[config.mk]
export PLATFORM = sky130hd
export DESIGN_NAME = prio_irq_ctrl
export DESIGN_NICKNAME = d
export VERILOG_FILES = /design/src/rtl/prio_irq_ctrl.sv
export SDC_FILE = /design/constraint.sdc
export NUM_CORES = 1
export LEC_CHECK = 0
export BUFFER_PORTS_ARGS = -buffer_cell sky130_fd_sc_hd__buf_4
export CAP_MARGIN = 40
export CORE_ASPECT_RATIO = 1.1
export CORE_MARGIN = 5
export CORE_UTILIZATION = 53
export CTS_CLUSTER_DIAMETER = 50
export DETAILED_ROUTE_END_ITERATION = 7
export PLACE_DENSITY = 0.85
export SLEW_MARGIN = 20
export SYNTH_ARGS = -nofsm -noshare
export SYNTH_HDL_FRONTEND = slang
export SYNTH_SLANG_ARGS = --single-unit
[constraint.sdc]
create_clock -name clk -period 6.02 [get_ports clk]
set_input_delay 0.301 -clock clk [delete_from_list [all_inputs] [get_ports clk]]
set_output_delay 0.301 -clock clk [all_outputs]
set_load 0.1 [all_outputs]
[src/rtl/prio_irq_ctrl.sv]
module prio_irq_ctrl #(
  parameter int N      = 16,
  parameter int STRIDE = 2,
  parameter int AW     = 8
) (
  input  logic           clk,
  input  logic           rst_n,
  input  logic [N-1:0]   irq_req,
  input  logic [N-1:0]   irq_en,
  input  logic [2*N-1:0] irq_lvl,
  input  logic           nmi_req,
  input  logic [2:0]     lvl_en,
  input  logic           glb_en,
  input  logic           rr_en,
  input  logic           reti,
  output logic           take,
  output logic [AW-1:0]  vec_addr,
  output logic [3:0]     in_service
);
  localparam int IW = (N > 1) ? $clog2(N) : 1;
  localparam logic [1:0] LV_LO = 2'd1, LV_MD = 2'd2, LV_HI = 2'd3;

  function automatic logic [IW-1:0] low_idx(input logic [N-1:0] v);
    low_idx = '0;
    for (int i = N - 1; i >= 0; i--)
      if (v[i]) low_idx = IW'(i);
  endfunction

  logic [N-1:0]  pend_lo, pend_md, pend_hi, rr_above, lo_masked;
  logic [IW-1:0] rr_last, lo_pick, gidx;
  logic          rr_vld, gnt;
  logic [1:0]    gbit;
  logic [2:0]    cur;
  logic [AW-1:0] gaddr;

  always_comb begin
    for (int i = 0; i < N; i++) begin
      pend_lo[i]  = irq_req[i] & irq_en[i] & (irq_lvl[2*i +: 2] == LV_LO);
      pend_md[i]  = irq_req[i] & irq_en[i] & (irq_lvl[2*i +: 2] == LV_MD);
      pend_hi[i]  = irq_req[i] & irq_en[i] & (irq_lvl[2*i +: 2] == LV_HI);
      rr_above[i] = rr_en & rr_vld & (IW'(i) > rr_last);
    end
  end

  assign lo_masked = pend_lo & rr_above;
  assign lo_pick   = (|lo_masked) ? low_idx(lo_masked) : low_idx(pend_lo);

  assign cur = in_service[3] ? 3'd4 : in_service[2] ? 3'd3 :
               in_service[1] ? 3'd2 : in_service[0] ? 3'd1 : 3'd0;

  always_comb begin
    gnt   = 1'b0;
    gbit  = 2'd0;
    gidx  = '0;
    gaddr = '0;
    if (!reti) begin
      if (nmi_req && !in_service[3]) begin
        gnt = 1'b1; gbit = 2'd3; gaddr = AW'(STRIDE);
      end else if (glb_en) begin
        if ((|pend_hi) && lvl_en[2] && cur < 3'd3) begin
          gnt = 1'b1; gbit = 2'd2; gidx = low_idx(pend_hi);
        end else if ((|pend_md) && lvl_en[1] && cur < 3'd2) begin
          gnt = 1'b1; gbit = 2'd1; gidx = low_idx(pend_md);
        end else if ((|pend_lo) && lvl_en[0] && cur < 3'd1) begin
          gnt = 1'b1; gbit = 2'd0; gidx = lo_pick;
        end
        gaddr = AW'((32'(gidx) + 32'd2) * STRIDE);
      end
    end
  end

  always_ff @(posedge clk) begin
    if (!rst_n) begin
      take       <= 1'b0;
      vec_addr   <= '0;
      in_service <= '0;
      rr_last    <= '0;
      rr_vld     <= 1'b0;
    end else begin
      take <= gnt;
      if (gnt) begin
        vec_addr         <= gaddr;
        in_service[gbit] <= 1'b1;
        if (gbit == 2'd0) begin
          rr_last <= gidx;
          rr_vld  <= 1'b1;
        end
      end
      if (reti) begin
        if (in_service[3])      in_service[3] <= 1'b0;
        else if (in_service[2]) in_service[2] <= 1'b0;
        else if (in_service[1]) in_service[1] <= 1'b0;
        else if (in_service[0]) in_service[0] <= 1'b0;
      end
      if (!rr_en) rr_vld <= 1'b0;
    end
  end
endmodule

* Word-level counts from Yosys, hierarchy flattened *
Cells that the tools add are included.

word-level totals
  bits in registers = 18
  output and inout port bits = 13
  logic and storage cells = 277

operators by class
  add/sub/neg operators = 1
  $lt $le $gt $ge = 21
  equality and inequality tests = 48
  muxes and demuxes = 103
  bitwise gates (word level) = 83
  reductions and logical operators = 16

operators with widths
  cell                                                           count
  2-to-1 mux 4 bit                                               76
  AND 1 bit                                                      81
  == test 2 bit (second input constant)                          32
  OR reduction 16 bit                                            4
  == test 2 x 1 -> 1 bit (second input constant)                 16
  greater-than comparator 4 bit (first input constant)           8
  2-to-1 mux 6 bit                                               3
  AND 16 bit                                                     1
  greater-than comparator 3 x 4 -> 1 bit (first input constant)  4
  2-to-1 mux 1 bit                                               14
  2-to-1 mux 2 bit                                               7
  greater-than comparator 1 x 4 -> 1 bit (first input constant)  2
  greater-than comparator 2 x 4 -> 1 bit (first input constant)  2
  logical AND 1 bit                                              8
  < comparator 3 x 2 -> 1 bit (second input constant)            2
  2-to-1 mux 3 bit                                               2
  adder 4 x 2 -> 5 bit (second input constant)                   1
  OR 4 bit                                                       1
  AND reduction 2 bit                                            2
  < comparator 2 x 3 -> 1 bit (second input constant)            1
  < comparator 3 x 1 -> 1 bit (second input constant)            1
  demux 1 bit (select 2 bit)                                     1
  >= comparator 2 x 1 -> 1 bit (second input constant)           1
  logical NOT 2 bit                                              1
  logical NOT 1 bit                                              1

* Depth between registers and ports, before layout *
Gate-level depths: netlist of run 1.

  word-level depth = 30
  mapped depth = 13
  depth with buffers taken out = 12

* Worst setup path after synthesis of run 1 *
Ideal clock, no wire load.

  kind = register to register
  start point = register in_service[2]
  end point = register vec_addr[4]
  library setup time = 0.133 ns
  arrival time = 2.535 ns
  setup slack = 3.351 ns
  stages on the path, launching flop included = 12
  buffers on the path = 0
  path through = dfxtp_1 > nor3_1 > nand2_1 > a41oi_1 > or2_2 > and3b_1 > a21oi_2 > inv_1 > ha_1 > and3_1 > nand3_1 > o221ai_1

between the ends
  word-level cells in the longest chain between the ends = 14

ends and longest elaborated chain
  what                              RTL line  source
  start: declaration                18        output logic [3:0] in_service
  start signal: assignment          76        in_service <= '0;
  start signal: indexed assignment  83        in_service[gbit] <= 1'b1;
  2-to-1 mux 2 bit *                48        assign cur = in_service[3] ? 3'd4 : in_service[2] ? 3'd3 :
  2-to-1 mux 3 bit *                48
  < comparator 3 x 1 -> 1 bit       64        end else if ((|pend_lo) && lvl_en[0] && cur < 3'd1) begin
  logical AND 1 bit                 64
  2-to-1 mux 4 bit                  64
  2-to-1 mux 4 bit                  62        end else if ((|pend_md) && lvl_en[1] && cur < 3'd2) begin
  2-to-1 mux 4 bit                  60        if ((|pend_hi) && lvl_en[2] && cur < 3'd3) begin
  2-to-1 mux 4 bit                  59        end else if (glb_en) begin
  2-to-1 mux 4 bit                  57        if (nmi_req && !in_service[3]) begin
  2-to-1 mux 4 bit                  56        if (!reti) begin
  adder 4 x 2 -> 5 bit              67        gaddr = AW'((32'(gidx) + 32'd2) * STRIDE);
  2-to-1 mux 6 bit                  59
  2-to-1 mux 6 bit                  57
  2-to-1 mux 6 bit                  56
  end signal: assignment            82        vec_addr <= gaddr;
  end: declaration                  17        output logic [AW-1:0] vec_addr,

Mark *: on every way between the ends. The rest lies on a longest branch, timed or not. The select of a mux whose other input is x is not followed.
A chain may end at the register's enable or synchronous reset.

* Worst setup path after layout of run 1 *
  start point = register rr_last[1]
  end point = register vec_addr[4]

between the ends
  word-level cells in the longest chain between the ends = 30

ends and longest elaborated chain
  what                            RTL line  source
  start: declaration              30        logic [IW-1:0] rr_last, lo_pick, gidx;
  start signal: assignment        85        rr_last <= gidx;
  greater-than comparator 4 bit   41        rr_above[i] = rr_en & rr_vld & (IW'(i) > rr_last);
  AND 1 bit                       41
  AND 16 bit *                    45        assign lo_masked = pend_lo & rr_above;
  2-to-1 mux 4 bit (16 in a row)  26        if (v[i]) low_idx = IW'(i);
  2-to-1 mux 4 bit *              46        assign lo_pick = (|lo_masked) ? low_idx(lo_masked) : low_idx(pend_lo);
  2-to-1 mux 4 bit *              64
  2-to-1 mux 4 bit *              62
  2-to-1 mux 4 bit *              60
  2-to-1 mux 4 bit *              59
  2-to-1 mux 4 bit *              57
  2-to-1 mux 4 bit *              56
  adder 4 x 2 -> 5 bit *          67
  2-to-1 mux 6 bit *              59
  2-to-1 mux 6 bit *              57
  2-to-1 mux 6 bit *              56

Marks and branches as above.

==> results of run 1 <==
## worst paths after layout
check,cells past startpoint,endpoint,from
setup / recovery,12,vec_addr[4],rr_last[1]
hold / removal,2,in_service[3],reti
setup reg to reg,12,vec_addr[4],rr_last[1]
hold reg to reg,2,vec_addr[3],vec_addr[3]
## layout make-up
class / instances / area (um2)
inverter: 8 / 30.0
timing repair buffer: 82 / 616
fill: 390 / 1310
multi-input combinational: 283 / 1860
tap: 54 / 67.6
sequential: 15 / 300
clock buffer: 4 / 45.0
## state kept, by name (all words and copies together), names as in the netlist
register	cells
in_service	4
rr_last	4
rr_vld	1
take	1
vec_addr	5
## layout by cell type (no fill, tap or decap), types with 5 or more instances in the layout
cell and count:
dfxtp_1 15, a21boi_0 5, buf_4 82, nand4b_1 27, nand3_1 12, inv_1 8
a21oi_1 24, nor3_1 6, o21ai_0 19, nand2_1 30, nand4_1 22, nor2_1 24
a31oi_1 10, and4b_1 13
## cell usage after synthesis, drive strengths merged (3+ instances only)
master	n	area, um2
nand2	30	113
nand4b	28	251
a21oi	25	129
nor2	24	90.1
o21ai	24	124
nand4	22	138
dfxtp	15	300
and4b	14	141
nand3	12	60.1
a31oi	10	62.6
buf	9	67.6
inv	8	30.0
nor3	6	30.0
a21boi	5	37.5
and2	5	33.8
nor2b	4	25.0
o21a	4	31.3
a211oi	3	22.5
a41o	3	31.3
and3	3	18.8
and4	3	26.3
clkbuf	3	21.3
nand2b	3	18.8
o211ai	3	22.5
o41ai	3	41.3
or2	3	18.8
## metal layers
| layer | vias up | GRT usage, % | wire length [um] |
|---|---|---|---|
| met2 | 143 | 48.9 | 3960 |
| met5 | - | 0 | 0 |
| met3 | 28 | 3.71 | 505 |
| met4 | 0 | 10.1 | 269 |
| met1 | 1416 | 34.1 | 3170 |
| li1 | 1445 | - | - |
## worst register-to-register path, stage by stage (launching register included)
cell and delay (ns):
dfxtp_1 0.65, or2_1 0.32, or3_1 0.18, a41o_1 0.22, nand4_1 0.15, or4_1 0.43, and3_1 0.21, o22a_1 0.24
inv_1 0.09, ha_1 0.17, and3_1 0.15, nand3_1 0.07, o221ai_1 0.08
## where the power goes
group	switching, W	internal (W)	total (W)
combinational	0.000117	0.0000799	0.000197
sequential	0.00000472	0.000103	0.000108
clock	0.0000336	0.0000468	0.0000804
total	0.000155	0.000230	0.000385
## logic make-up (layout without fill, tap and decap cells)
kind of cell	count (synthesis)	count (layout)	synth area share (%)
DFF	15	15	13.2
adders and majority gates	1	1	0.551
muxes	2	2	0.992
other	1	3	0.165
AOI/OAI and AO/OA	108	108	33.2
and+or+nand+nor	169	169	46.6
buffers and inverters	20	94	5.23
## stage by stage
stage	hold slack [ns]	setup WS [ns]	utilization (%)	total power [W]
final	0.267	2.98	69.1	0.000385
after global routing	0.265	2.86	69.1	0.000408
after CTS	0.252	3.05	69.1	0.000384
after detailed placement	0.471	3.05	68.0	0.000302
after global placement	0.464	3.14	68.0	0.000298
after floorplan	0.380	3.35	-	0.000229
==> impl_metrics.py, run 1 <==
metrics = {
    "timing": {
        "setup_tns_ns": 0,
        "hold_viol": 0,
        "rsz0062_at_grt": "false",
        "fmax_ghz": 0.329,
        "final.min_clock_period_ns": 3.04,
        "fin_crit_sh_pct": 50.5,
        "max_slew_margin_pct": 59.0,
        "slew_viol_final": 0,
        "clock_skew_ns": 0.00469,
        "tightestPinTransition_ns": 0.606,
        "setup_viol": 0,
    },
    "clocking": {
        "cts_inserted_buffers": 3,
        "holdBufCountCts": 0,
        "cts_resized": 0,
        "cts_tree": "yes",
        "cts_setup_buffers": 0,
        "clock_latency_ns": 0.25,
        "cts.sinks": 15,
        "clock_path_buffers": 2,
        "clock-root-buffer": "clkbuf_8",
        "path_clk_slew_ns": 0.06,
        "htreeDepth": 1,
    },
    "yosys": {
        "syn_inst": 316,
        "yosysUniqueCellTypes": 69,
        "synth.avg_cell_area_um2": 7.19,
        "synth-seq-cells": 15,
        "synth_edf_count": 0,
        "synth_warnings": 0,
        "synthFlopType": "dfxtp_1",
        "synthArstFlopShare_pct": 0,
        "syn-cell-area_um2": 2270,
        "synth.yosys.seq_area_share_pct": 13.2,
    },
    "worst_setup_path": {
        "path_class": "reg2reg",
        "startpoint_type": "flop",
        "cpMostUsedCell": "and3_1",
        "arrival_ns": 3.21,
        "crit_chain": "or2_1 -> or3_1 -> a41o_1 -> nand4_1 -> or4_1 -> and3_1 -> o22a_1 -> inv_1 -> ha_1 -> and3_1 -> nand3_1 -> o221ai_1",
        "crit_required_ns": 6.19,
        "slowest_delay_ns": 0.65,
        "cp.buffers_inverters": 1,
        "cpLargestDelayFamily": "simple AND/OR/NAND/NOR gates",
        "ff2ff_setup_slack_ns": 2.98,
        "cp_max_fo": 14,
        "crit_path_end_kind": "flop",
        "cp_slowest_cell": "dfxtp_1",
    },
    "route": {
        "ant_nets": 0,
        "drc_errors": 0,
        "wire_per_inst_um": 17.7,
        "viasPerCell": 6.80,
        "drt_iter0_markers": 239,
        "via_count": 3032,
        "dr.pass1.iters": 5,
        "routed_wl_um": 7900,
    },
    "pwr": {
        "leakagePower_nw": 1.33,
        "powerDensity_nw_per_um2": 132,
        "max-vdd-ir-drop_mv": 0.144,
    },
    "run_status": {
        "outcome": "complete, no violations",
    },
    "layout": {
        "layout.cells.non_filler": 446,
        "layout.nets": 467,
        "drive_gt1_share_pct": 26.5,
        "postLayoutCellArea_um2": 2920,
        "syn2layout_area_growth_pct": 28.5,
        "diodes": 0,
    },
    "die": {
        "io_pins": 86,
        "core_area_um2": 4220,
        "placementRows": 25,
        "die-area_um2": 5700,
        "start_util_pct": 53.8,
        "die_w_um": 72.4,
        "fp.dieH_um": 78.7,
    },
    "placed_design": {
        "port_buffers": 82,
        "dp_hpwl_um": 6490,
        "placed_area_um2": 2870,
        "dp_cells": 442,
        "place_congestion": 0.924,
    },
    "grt": {
        "globalRoute.totalOverflow": 0,
        "antenna_found_initial": 0,
        "grt_first_pass_wirelength_um": 12900,
        "grt_pass1_vias": 2909,
        "grt_usage_pct": 27.8,
        "grt_max_degree": 18,
    },
    "hold_path": {
        "hp-class": "in2reg",
    },
    "job": {
        "cap_violations": 0,
    },
}
(Power assumes the default switching activity.)
==> run 2, diff against run 1 <==
--- a/config.mk
+++ b/config.mk
@@ -9,10 +9,10 @@
 export CAP_MARGIN = 40
 export CORE_ASPECT_RATIO = 1.1
 export CORE_MARGIN = 5
-export CORE_UTILIZATION = 53
+export CORE_UTILIZATION = 50
 export CTS_CLUSTER_DIAMETER = 50
 export DETAILED_ROUTE_END_ITERATION = 7
-export PLACE_DENSITY = 0.85
+export PLACE_DENSITY = 0.81
 export SLEW_MARGIN = 20
 export SYNTH_ARGS = -nofsm -noshare
 export SYNTH_HDL_FRONTEND = slang
==> constraint.sdc (replaced) <==
create_clock -name clk -period 3.1 [get_ports clk]
set_input_delay 0.155 -clock clk [delete_from_list [all_inputs] [get_ports clk]]
set_output_delay 0.155 -clock clk [all_outputs]
set_load 0.1 [all_outputs]
==> impl_metrics.py, run 2 (synthesized netlist as in run 1, its figures left out) <==
metrics = {
    "run_status": {
        "outcome": "complete, no violations",
    },
    "placed_design": {
        "port_buffers": 82,
        "placed_area_um2": 2920,
        "dp_hpwl_um": 6480,
        "place_congestion": 0.919,
    },
    "clocking": {
        "clock_path_buffers": 2,
        "htreeDepth": 1,
        "cts.sinks": 15,
        "cts_tree": "yes",
        "clock-root-buffer": "clkbuf_8",
        "holdBufCountCts": 0,
        "clock_latency_ns": 0.25,
        "cts_setup_buffers": 0,
        "cts_inserted_buffers": 3,
        "path_clk_slew_ns": 0.06,
        "cts_resized": 0,
    },
    "timing": {
        "clock_skew_ns": 0.00482,
        "setup_viol": 0,
        "slew_viol_final": 0,
        "hold_viol": 0,
        "max_slew_margin_pct": 57.0,
        "rsz0062_at_grt": "false",
        "fmax_ghz": 0.350,
        "setup_tns_ns": 0,
        "fin_crit_sh_pct": 92.1,
        "final.min_clock_period_ns": 2.86,
        "tightestPinTransition_ns": 0.637,
    },
    "grt": {
        "grt_max_degree": 15,
        "globalRoute.totalOverflow": 0,
        "grt_usage_pct": 26.0,
        "antenna_found_initial": 0,
        "grt_pass1_vias": 2838,
        "grt_first_pass_wirelength_um": 12500,
    },
    "route": {
        "wire_per_inst_um": 17.2,
        "drt_iter0_markers": 215,
        "viasPerCell": 6.63,
        "drc_errors": 0,
        "ant_nets": 0,
        "via_count": 2999,
        "dr.pass1.iters": 5,
        "routed_wl_um": 7790,
    },
    "layout": {
        "layout_common_cells": "buf_4, nand2_1, nand4b_1, a21oi_1, nor2_1",
        "post-route-util_pct": 68.1,
        "syn2layout_area_growth_pct": 30.5,
        "diodes": 0,
        "largest_register_ff_count": 5,
        "top_register": "vec_addr",
        "n_fill_cell": 415,
        "postLayoutCellArea_um2": 2960,
        "drive_gt1_share_pct": 27.6,
        "top_regs": "vec_addr (5), in_service (4), rr_last (4)",
        "layout.nets": 473,
        "final_common_cell": "buf_4",
    },
    "worst_setup_path": {
        "cp.buffers_inverters": 1,
        "r2r_start": "rr_last[1]",
        "startpoint": "rr_last[1]",
        "path_class": "reg2reg",
        "cpMostUsedCell": "and3_1",
        "crit_chain": "or2_1 -> or3_1 -> a41o_1 -> nand4_1 -> or4_1 -> and3_1 -> o22a_1 -> inv_1 -> ha_1 -> and3_1 -> nand3_1 -> o221ai_1",
        "cp_max_fo": 14,
        "crit_required_ns": 3.27,
        "cp_slowest_cell": "dfxtp_1",
        "arrival_ns": 3.02,
        "startpoint_type": "flop",
        "cpLargestDelayFamily": "simple AND/OR/NAND/NOR gates",
        "slowest_delay_ns": 0.60,
        "crit_path_end_kind": "flop",
    },
    "job": {
        "cap_violations": 0,
    },
    "die": {
        "core_area_um2": 4350,
        "placementRows": 25,
        "start_util_pct": 52.2,
        "io_pins": 86,
        "fp.dieH_um": 80.7,
        "die_w_um": 74.3,
        "die-area_um2": 5990,
    },
    "pwr": {
        "max-vdd-ir-drop_mv": 0.367,
        "leakagePower_nw": 1.36,
        "total_power_w": 0.000749,
        "powerDensity_nw_per_um2": 253,
    },
    "hold_path": {
        "hp-class": "in2reg",
        "hold_start": "reti",
    },
}
## run 2: changes by cell type in the layout (fill, tap and decap cells not counted), sizes merged
| cell | change |
|---|---|
| buf | +6 |
## run 2: metal layers
metal	share of wire [%]	up-vias	wire length (um)	GRT usage [%]
li1	-	1449	-	-
met1	41	1409	3160	31.2
met2	51	125	4010	47.7
met3	6.7	16	518	4.01
met4	1.3	0	105	6.23
met5	0	-	0	0
## run 2: cell type report
class	instances	area [um2]	area share, %
clock buffer	4	45.0	1.52
sequential	15	300	10.1
timing repair buffer	88	661	22.3
tap	54	67.6	2.28
inverter	8	30.0	1.01
multi-input combinational	283	1860	62.8
## run 2: power by group
| part | switching, W | internal [W] | total [W] |
|---|---|---|---|
| Sequential | 0.00000797 | 0.000201 | 0.000209 |
| Clock | 0.0000663 | 0.0000910 | 0.000157 |
| Combinational | 0.000224 | 0.000158 | 0.000382 |
## run 2: worst register-to-register path: cells and delay by family (launching register included)
kind	cells	cell delay (ns)
and+or+nand+nor	7	1.44
DFF	1	0.60
AOI/OAI and AO/OA	3	0.53
adders and majority gates	1	0.15
buffers and inverters	1	0.07
## run 2: final timing paths
path | end | slack, ns | depth (start not counted)
worst max-delay path | vec_addr[4] | 0.24 | 12
worst min-delay path | in_service[3] | 0.11 | 2
worst max register to register | vec_addr[4] | 0.24 | 12
worst min register to register | vec_addr[5] | 0.51 | 2
## run 2: per-stage QoR
step / cells / hold WS (ns) / worst slack (ns)
final: 452 / 0.112 / 0.244
after global routing: 452 / 0.126 / 0.0360
after CTS: 452 / 0.107 / 0.329
after detailed placement: 448 / 0.371 / 0.176
after global placement: 448 / 0.369 / 0.190
after floorplan: 318 / 0.234 / 0.431
